**src/rtl/txsel_pkg.sv**
```systemverilog
package txsel_pkg;

   // Rate codes; the numeric values are the status encoding seen at rate_o.
   typedef enum logic [1:0] {
      RATE_10M  = 2'b00,
      RATE_100M = 2'b01,
      RATE_1G   = 2'b10,
      RATE_NONE = 2'b11
   } rate_e;

   // Gigabit flag dominates, then the slow enable, else 100M.
   function automatic rate_e pick_rate(input logic gig, input logic slow);
      if (gig)
         return RATE_1G;
      else if (slow)
         return RATE_10M;
      else
         return RATE_100M;
   endfunction

endpackage

```
**src/rtl/txsel_sync.sv**
```systemverilog
module txsel_sync #(
   parameter int STAGES = 2,
   parameter int WIDTH  = 2
) (
   input  logic             clk_i,
   input  logic             rst_n_i,
   input  logic [WIDTH-1:0] d_i,
   output logic [WIDTH-1:0] q_o
);

   localparam int CHAIN_W = STAGES * WIDTH;

   logic [CHAIN_W-1:0] chain_q;

   generate
      if (STAGES < 2) begin : g_bad_depth
         $error("txsel_sync: at least two stages are required");
      end
   endgenerate

   // Shift register: newest sample enters at the bottom, oldest leaves at the top.
   always_ff @(posedge clk_i or negedge rst_n_i) begin
      if (!rst_n_i)
         chain_q <= '0;
      else
         chain_q <= {chain_q[CHAIN_W-WIDTH-1:0], d_i};
   end

   assign q_o = chain_q[CHAIN_W-1 -: WIDTH];

endmodule

```
**src/rtl/txsel_ctrl.sv**
```systemverilog
module txsel_ctrl
   import txsel_pkg::*;
#(
   parameter int FAST_DIV    = 5,
   parameter int FAST_HIGH   = 2,
   parameter int SLOW_DIV    = 50,
   parameter int SLOW_HIGH   = 25,
   parameter int SYNC_STAGES = 2
) (
   input  logic  clk_i,
   input  logic  rst_n_i,
   input  rate_e req_i,
   output logic  div_clk_o,
   output logic  gig_arm_o,
   output rate_e rate_o
);

   localparam int MAX_DIV = (SLOW_DIV > FAST_DIV) ? SLOW_DIV : FAST_DIV;
   localparam int CNT_W   = $clog2(MAX_DIV);
   localparam int WARM_W  = $clog2(SYNC_STAGES + 1);

   typedef logic [CNT_W-1:0] cnt_t;

   localparam cnt_t FAST_LAST = cnt_t'(FAST_DIV - 1);
   localparam cnt_t SLOW_LAST = cnt_t'(SLOW_DIV - 1);
   localparam cnt_t FAST_HI   = cnt_t'(FAST_HIGH);
   localparam cnt_t SLOW_HI   = cnt_t'(SLOW_HIGH);

   function automatic cnt_t last_of(input rate_e r);
      return (r == RATE_10M) ? SLOW_LAST : FAST_LAST;
   endfunction

   function automatic cnt_t hi_of(input rate_e r);
      return (r == RATE_10M) ? SLOW_HI : FAST_HI;
   endfunction

   rate_e             cur_q, cur_d;
   rate_e             rate_q, rate_d;
   cnt_t              cnt_q, cnt_d;
   logic              div_q, div_d;
   logic              arm_q, arm_d;
   logic [WARM_W-1:0] warm_q;
   logic              warm_done;
   logic              divided;
   logic              at_edge;
   logic              take;

   assign warm_done = (warm_q == WARM_W'(SYNC_STAGES));
   assign divided   = (cur_q == RATE_10M) || (cur_q == RATE_100M);

   // Safe switch points: startup once the synchronizer is full, any edge in
   // gigabit mode (the gate closes on the following low half), and the last
   // low cycle of a divided period.
   always_comb begin
      case (cur_q)
         RATE_NONE: at_edge = warm_done;
         RATE_1G:   at_edge = 1'b1;
         default:   at_edge = (cnt_q == last_of(cur_q));
      endcase
      take = at_edge && (req_i != cur_q);
   end

   always_comb begin
      cur_d  = cur_q;
      rate_d = rate_q;
      cnt_d  = cnt_q;
      div_d  = div_q;
      arm_d  = arm_q;
      if (take) begin
         cur_d  = req_i;
         rate_d = req_i;
         if (req_i == RATE_1G) begin
            cnt_d = '0;
            div_d = 1'b0;
            arm_d = 1'b1;
         end else if (cur_q == RATE_1G) begin
            // Spend one full low cycle while the gate closes, then wrap to a fresh high.
            cnt_d = last_of(req_i);
            div_d = 1'b0;
            arm_d = 1'b0;
         end else begin
            cnt_d = '0;
            div_d = 1'b1;
            arm_d = 1'b0;
         end
      end else if (divided) begin
         cnt_d = at_edge ? '0 : cnt_q + cnt_t'(1);
         div_d = (cnt_d < hi_of(cur_q));
      end
   end

   always_ff @(posedge clk_i or negedge rst_n_i) begin
      if (!rst_n_i) begin
         cur_q  <= RATE_NONE;
         rate_q <= RATE_10M;
         cnt_q  <= '0;
         div_q  <= 1'b0;
         arm_q  <= 1'b0;
         warm_q <= '0;
      end else begin
         cur_q  <= cur_d;
         rate_q <= rate_d;
         cnt_q  <= cnt_d;
         div_q  <= div_d;
         arm_q  <= arm_d;
         if (!warm_done)
            warm_q <= warm_q + WARM_W'(1);
      end
   end

   assign div_clk_o = div_q;
   assign gig_arm_o = arm_q;
   assign rate_o    = rate_q;

   // Checker: length of the current high run of the divided clock.
   cnt_t hrun_q;
   always_ff @(posedge clk_i or negedge rst_n_i) begin
      if (!rst_n_i)
         hrun_q <= '0;
      else
         hrun_q <= div_q ? hrun_q + cnt_t'(1) : '0;
   end

   AST_FAST_HIGH_RUN: assert property (@(posedge clk_i) disable iff (!rst_n_i)
      ($fell(div_q) && cur_q == RATE_100M && $past(cur_q) == RATE_100M) |-> hrun_q == FAST_HI)
      else $error("100M high run length wrong");

   AST_SLOW_HIGH_RUN: assert property (@(posedge clk_i) disable iff (!rst_n_i)
      ($fell(div_q) && cur_q == RATE_10M && $past(cur_q) == RATE_10M) |-> hrun_q == SLOW_HI)
      else $error("10M high run length wrong");

   AST_SWITCH_FROM_LOW: assert property (@(posedge clk_i) disable iff (!rst_n_i)
      (!$stable(cur_q) && ($past(cur_q) == RATE_10M || $past(cur_q) == RATE_100M)) |-> !$past(div_q))
      else $error("divided clock left while high");

   AST_RATE_ON_SWITCH: assert property (@(posedge clk_i) disable iff (!rst_n_i)
      !$stable(rate_q) |-> !$stable(cur_q))
      else $error("status moved without a switch");

endmodule

```
**src/rtl/txsel_outgate.sv**
```systemverilog
module txsel_outgate (
   input  logic clk_i,
   input  logic rst_n_i,
   input  logic arm_i,
   input  logic div_clk_i,
   output logic tx_clk_o
);

   logic open_q;

   // Enable retimed on the falling edge so it only moves while the reference is low.
   always_ff @(negedge clk_i or negedge rst_n_i) begin
      if (!rst_n_i)
         open_q <= 1'b0;
      else
         open_q <= arm_i;
   end

   assign tx_clk_o = (clk_i & open_q) | div_clk_i;

   AST_SINGLE_SOURCE: assert property (@(posedge clk_i) disable iff (!rst_n_i)
      !(open_q && div_clk_i))
      else $error("gate and divider both active");

   AST_GATE_OPENS_QUIET: assert property (@(posedge clk_i) disable iff (!rst_n_i)
      $rose(open_q) |-> (!div_clk_i && !$past(div_clk_i)))
      else $error("gate opened next to a divided pulse");

endmodule

```
**src/rtl/txclk_rate_sel.sv**
```systemverilog
module txclk_rate_sel
   import txsel_pkg::*;
#(
   parameter int FAST_DIV     = 5,
   parameter int FAST_HIGH    = 2,
   parameter int SLOW_DIV     = 50,
   parameter int SLOW_HIGH    = 25,
   parameter int SYNC_STAGES  = 2,
   parameter int REF_PS       = 8000,
   parameter int HIGH_MIN_PS  = 16000,
   parameter int HIGH_MAX_PS  = 24000
) (
   input  logic       ref_clk_i,
   input  logic       rst_n_i,
   input  logic       gig_mode_i,
   input  logic       slow_en_i,
   output logic       tx_clk_o,
   output logic [1:0] rate_o
);

   localparam int FAST_HIGH_PS = FAST_HIGH * REF_PS;

   generate
      if (FAST_HIGH < 1 || FAST_HIGH >= FAST_DIV) begin : g_bad_fast
         $error("txclk_rate_sel: fast high count must lie inside the fast period");
      end
      if (SLOW_HIGH < 1 || SLOW_HIGH >= SLOW_DIV) begin : g_bad_slow
         $error("txclk_rate_sel: slow high count must lie inside the slow period");
      end
      // the 100M high time must fit the PHY window.
      if (FAST_HIGH_PS < HIGH_MIN_PS || FAST_HIGH_PS > HIGH_MAX_PS) begin : g_bad_window
         $error("txclk_rate_sel: 100M high time outside the allowed window");
      end
   endgenerate

   logic [1:0] flags_s;
   rate_e      req_w;
   rate_e      rate_w;
   logic       div_clk_w;
   logic       arm_w;

   txsel_sync #(
      .STAGES (SYNC_STAGES),
      .WIDTH  (2)
   ) u_sync (
      .clk_i   (ref_clk_i),
      .rst_n_i (rst_n_i),
      .d_i     ({gig_mode_i, slow_en_i}),
      .q_o     (flags_s)
   );

   assign req_w = pick_rate(flags_s[1], flags_s[0]);

   txsel_ctrl #(
      .FAST_DIV    (FAST_DIV),
      .FAST_HIGH   (FAST_HIGH),
      .SLOW_DIV    (SLOW_DIV),
      .SLOW_HIGH   (SLOW_HIGH),
      .SYNC_STAGES (SYNC_STAGES)
   ) u_ctrl (
      .clk_i     (ref_clk_i),
      .rst_n_i   (rst_n_i),
      .req_i     (req_w),
      .div_clk_o (div_clk_w),
      .gig_arm_o (arm_w),
      .rate_o    (rate_w)
   );

   txsel_outgate u_gate (
      .clk_i     (ref_clk_i),
      .rst_n_i   (rst_n_i),
      .arm_i     (arm_w),
      .div_clk_i (div_clk_w),
      .tx_clk_o  (tx_clk_o)
   );

   assign rate_o = rate_w;

   AST_STATUS_LEGAL: assert property (@(posedge ref_clk_i) disable iff (!rst_n_i)
      rate_o != 2'b11)
      else $error("illegal status code");

endmodule

```
**config.mk**
```make
export PLATFORM = sky130hd
export DESIGN_NAME = txclk_rate_sel
export DESIGN_NICKNAME = d
export VERILOG_FILES = /design/src/rtl/txsel_pkg.sv /design/src/rtl/txsel_sync.sv /design/src/rtl/txsel_ctrl.sv /design/src/rtl/txsel_outgate.sv /design/src/rtl/txclk_rate_sel.sv
export SDC_FILE = /design/constraint.sdc
export NUM_CORES = 1
export LEC_CHECK = 0
export CAP_MARGIN = 20
export CORE_ASPECT_RATIO = 1.4
export CORE_MARGIN = 5
export CORE_UTILIZATION = 50
export CTS_BUF_LIST = sky130_fd_sc_hd__clkbuf_16
export CTS_CLUSTER_DIAMETER = 150
export CTS_CLUSTER_SIZE = 25
export DETAILED_ROUTE_END_ITERATION = 16
export PLACE_DENSITY = 0.71
export SYNTH_ARGS = -nofsm -noshare
export SYNTH_HDL_FRONTEND = slang
export SYNTH_SLANG_ARGS = --single-unit
```
**constraint.sdc**
```tcl
create_clock -name ref_clk_i -period 2.97 [get_ports ref_clk_i]
set_input_delay 0.594 -clock ref_clk_i [delete_from_list [all_inputs] [get_ports ref_clk_i]]
set_output_delay 0.594 -clock ref_clk_i [all_outputs]
set_load 0.02 [all_outputs]
```
=== Word-level counts from Yosys, hierarchy flattened ===
Cells that the tools add are included.

* Bits in registers: 19
* Input bits: 4

* Multiplexer cells: 16
* $lt $le $gt $ge: 1
* Reductions and logical operators: 5
* Bitwise operators: 2
* Equality and inequality tests: 7
* $add $sub $neg: 2

{| class="wikitable"
|+ Operator list
! kind !! count
|-
| 2-to-1 mux 6 bit || 7
|-
| equality test 2 bit, second input constant || 4
|-
| adder 6 x 1 -> 6 bit, second input constant || 1
|-
| equality test 6 bit || 1
|-
| less-than comparator 6 bit || 1
|-
| 2-to-1 mux 1 bit || 6
|-
| 2-to-1 mux 5 bit || 1
|-
| logical NOT 2 bit || 2
|-
| adder 2 x 1 -> 2 bit, second input constant || 1
|-
| equality test 2 x 1 -> 1 bit, second input constant || 1
|-
| 2-to-1 mux 2 bit || 1
|-
| != test 2 bit || 1
|-
| one-hot mux 1 bit (2 select lines) || 1
|-
| nonzero test 2 bit || 1
|-
| bitwise AND 1 bit || 1
|-
| logical AND 1 bit || 1
|-
| logical OR 1 bit || 1
|-
| OR 1 bit || 1
|}

=== Longest topological paths before layout ===
* Depth after elaboration: 8
* Depth in mapped cells: 12

=== Hierarchy ===
A second synthesis with hierarchy kept.

* Cell total of the unflattened synthesis: 115
* Area, all modules: 1149.9 µm²

{| class="wikitable"
|+ Modules (own cells, without submodules)
! module !! sequential area each (µm²) !! area each (µm²) !! cells each !! instances
|-
| txsel_ctrl || 352.8 || 998.5 || 106 || 1
|-
| txsel_sync || 100.1 || 115.1 || 6 || 1
|-
| txsel_outgate || 25.0 || 32.5 || 2 || 1
|-
| txclk_rate_sel || 0.0 || 3.8 || 1 || 1
|}

==> results.cfg <==
[outcome]
status = finished, violations left
violations = negative setup slack

[die]
num_io_pins = 7
rows = 19
core_sq_um = 1973
die_w_um = 48.61
dieArea_sq_um = 3114
die_y_um = 64.06
initial_utilization_pct = 52.89

[sta]
final.setup_skew_ns = 0.04988
tightest_slew_ns = 0.6489
finalWorstSetupSlack_ns = -0.1457
final_max_slew_viol_count = 0
maxSlewHeadroom_pct = 56.13
rsz0062_at_grt = true
final_hold_viol_count = 0
whs_ns = 0.3575
setup_viol = 1

[routing]
drtPass1Iterations = 4
num_vias = 820
avgRoutedWirePerCell_um = 16.67
drcViolationCount = 0
drtAntennaViolNets = 0
finalWirelength_mm = 2.217
vias_per_cell = 6.165
drtIter0Drc = 15

[setup_path]
path_class = reg2out
reg2reg_depth = 10
required_ns = 2.38
arrival_ns = 2.52
cpMaxStageDelayCell = dfrtn_1
worst-path-stages = 2
slowest_delay_ns = 0.39
worstSetupStartpointType = register
path_max_fanout = 1
path_cells = a21o_1 -> buf_6
end_kind = output port
critPathBufInv = 1
cp_top_family = flip-flops
r2r_start = u_ctrl.cur_q[1]$_DFFE_PN1P_
cp-startpoint = u_gate.open_q$_DFF_NN0_

[flow_run]
maxCapViolations = 0

[logic_synthesis]
syn_area_per_cell_sq_um = 10.13
ys_types = 39
synth_area_sq_um = 1044
postSynthCellCount = 103
synth_seq_area_share_pct = 45.80
syn-num-nets = 112
yosys_warnings = 0
ys_ff_latch = 19

[pwr]
cellPowerDensity_nw_per_um2 = 596.6
p_comb_share_pct = 2.7
switching_share_pct = 17.31
p_leak_uw = 0.0006056
p_sw_uw = 130.4
sequentialPowerShare_pct = 35.2
total_power_uw = 753.2
clockPowerShare_pct = 62.1
vdd_ir_drop_max_mv = 0.6146
p_int_uw = 622.8

[worst_hold_path]
min_from = u_sync.chain_q[1]$_DFF_PN0_
hold_class = reg2reg
hold_depth = 0

[cts]
clock_latency_ns = 0.41
cts_tree = done
post-cts-setup-buffers = 0
clk_pin_slew_ns = 0.05
holdBufCountCts = 0

[global_routing]
grt-ovfl-total = 0
grt_pass1_wl_mm = 3.919
grt_pass1_vias = 915
met1_usage_pct = 17.04
top_usage_layer = met2
grt_max_degree = 19
use_met3_pct = 6.047
grtUsageTotal_pct = 16.10
global_route.usage.met2_pct = 27.45
antenna_found_initial = 0

[place]
dp.cells = 126
globalplace.congestion = 0.8115
dpl_cell_area_sq_um = 1107
port_buffers = 6
dp_hpwl_mm = 1.514

[final_layout]
stdcell_count = 133
final_nets = 122
syn_to_final_growth_pct = 20.98
drive_gt1_share_pct = 16.96
diodes = 0
final_area_sq_um = 1262
-- synthesized netlist by cell type --
cell type | number | area, sq um
o41ai_1 | 1 | 8.760
a31o_2 | 1 | 8.760
a22o_1 | 1 | 8.760
and2_1 | 1 | 6.260
nor2b_1 | 2 | 12.51
nor3_1 | 3 | 15.01
nor4b_2 | 1 | 15.01
clkbuf_1 | 1 | 3.750
and2b_1 | 1 | 7.510
buf_4 | 1 | 7.510
nor2_1 | 9 | 33.78
ha_1 | 5 | 62.56
dfstp_2 | 2 | 52.55
xor2_1 | 3 | 26.28
buf_6 | 1 | 11.26
and3_1 | 1 | 6.260
a32oi_1 | 1 | 8.760
a21o_1 | 3 | 22.52
buf_2 | 2 | 10.01
dfrtn_1 | 1 | 25.02
dfrtp_1 | 16 | 400.4
a211oi_1 | 1 | 7.510
nand2_1 | 9 | 33.78
nor3b_1 | 1 | 7.510
a211o_1 | 3 | 26.28
o21ai_0 | 6 | 30.03
clkbuf_2 | 1 | 5.000
a21oi_1 | 4 | 20.02
nand3_1 | 4 | 20.02
a2bb2oi_2 | 1 | 15.01
a311o_1 | 1 | 10.01
nand3_2 | 1 | 10.01
nor4b_1 | 1 | 8.760
xnor2_1 | 2 | 17.52
a2bb2oi_1 | 1 | 8.760
mux2_2 | 3 | 33.78
inv_1 | 5 | 18.77
nand4_1 | 1 | 6.260
and3_4 | 1 | 11.26
-- power groups by stage --
stage / sequential, uW / combinational, uW / clock, uW
after CTS: 265 / 21.1 / 472
after global routing: 265 / 23.1 / 489
final: 265 / 20.3 / 468
-- layout by cell type (no fill, tap or decap), types with 2 or more instances in the layout --
cell and n:
a211o_1 3, a21o_1 3, a21oi_1 4, buf_4 2, clkbuf_16 6, clkdlybuf4s50_1 5
dfrtp_1 16, dfstp_2 2, ha_1 5, inv_1 6, mux2_2 3, nand2_1 9
nand3_1 4, nor2_1 9, nor2b_1 2, nor3_1 3, o21ai_0 6, xnor2_1 2
xor2_1 3
-- layer usage --
| layer | vias up | part of all wire [%] |
|---|---|---|
| li1 | 384 | - |
| met1 | 412 | 42 |
| met2 | 18 | 52 |
| met3 | 6 | 4.5 |
| met4 | 0 | 1.4 |
| met5 | - | 0 |
-- worst paths after layout --
path / end / slack (ns)
max: tx_clk_o / -0.15
min in group asynchronous: u_ctrl.cnt_q[3]$_DFFE_PN0P_ / 0.67
min reg2reg: u_sync.chain_q[3]$_DFF_PN0_ / 0.36
max in group asynchronous: u_gate.open_q$_DFF_NN0_ / 1.05
min: u_sync.chain_q[3]$_DFF_PN0_ / 0.36
max reg2reg: u_ctrl.div_clk_o$_DFFE_PN0P_ / 0.44
-- area by class of cell --
class                   count  area [sq um]
fillers                   154         710.7
multi-input cells          73         509.2
inverters                   5         18.77
repair buffers              7         65.06
flip-flops and latches     19         478.0
clock buffers               7         161.4
well taps                  21         26.28
clock inverters             1         3.754
-- stage by stage --
step / setup WS [ns] / utilization, % / TNS (ns)
3_3_place_gp: -0.1491 / 56.12 / -0.1491
4_1_cts: -0.1440 / 63.98 / -0.1440
6_report: -0.1457 / 63.98 / -0.1457
3_5_place_dp: -0.1623 / 56.12 / -0.1623
5_1_grt: -0.1726 / 63.98 / -0.1726
2_1_floorplan: 0.3289 / - / 0
-- sequential cells by signal (all words and copies together), names as in the netlist --
signal,flops
u_ctrl.cnt_q,6
u_ctrl.cur_q,2
u_ctrl.div_clk_o,1
u_ctrl.gig_arm_o,1
u_ctrl.rate_o,2
u_ctrl.warm_q,2
u_gate.open_q,1
u_sync.chain_q,4
-- kinds of logic after synthesis --
group | count (synthesis) | synth area share (%)
flops | 19 | 45.80
xor+xnor | 5 | 4.197
buf+inv | 11 | 5.395
fa+ha+maj | 5 | 5.995
compound gates | 24 | 16.79
mux | 3 | 3.237
simple gates | 36 | 18.59
-- what timing repair did --
item / CTS / global route
resized for setup: 6 / 0
endpoints found under the setup margin: 1 / 1
pin swaps: 0 / 0
No activity file was read; power rests on OpenSTA's default activity.
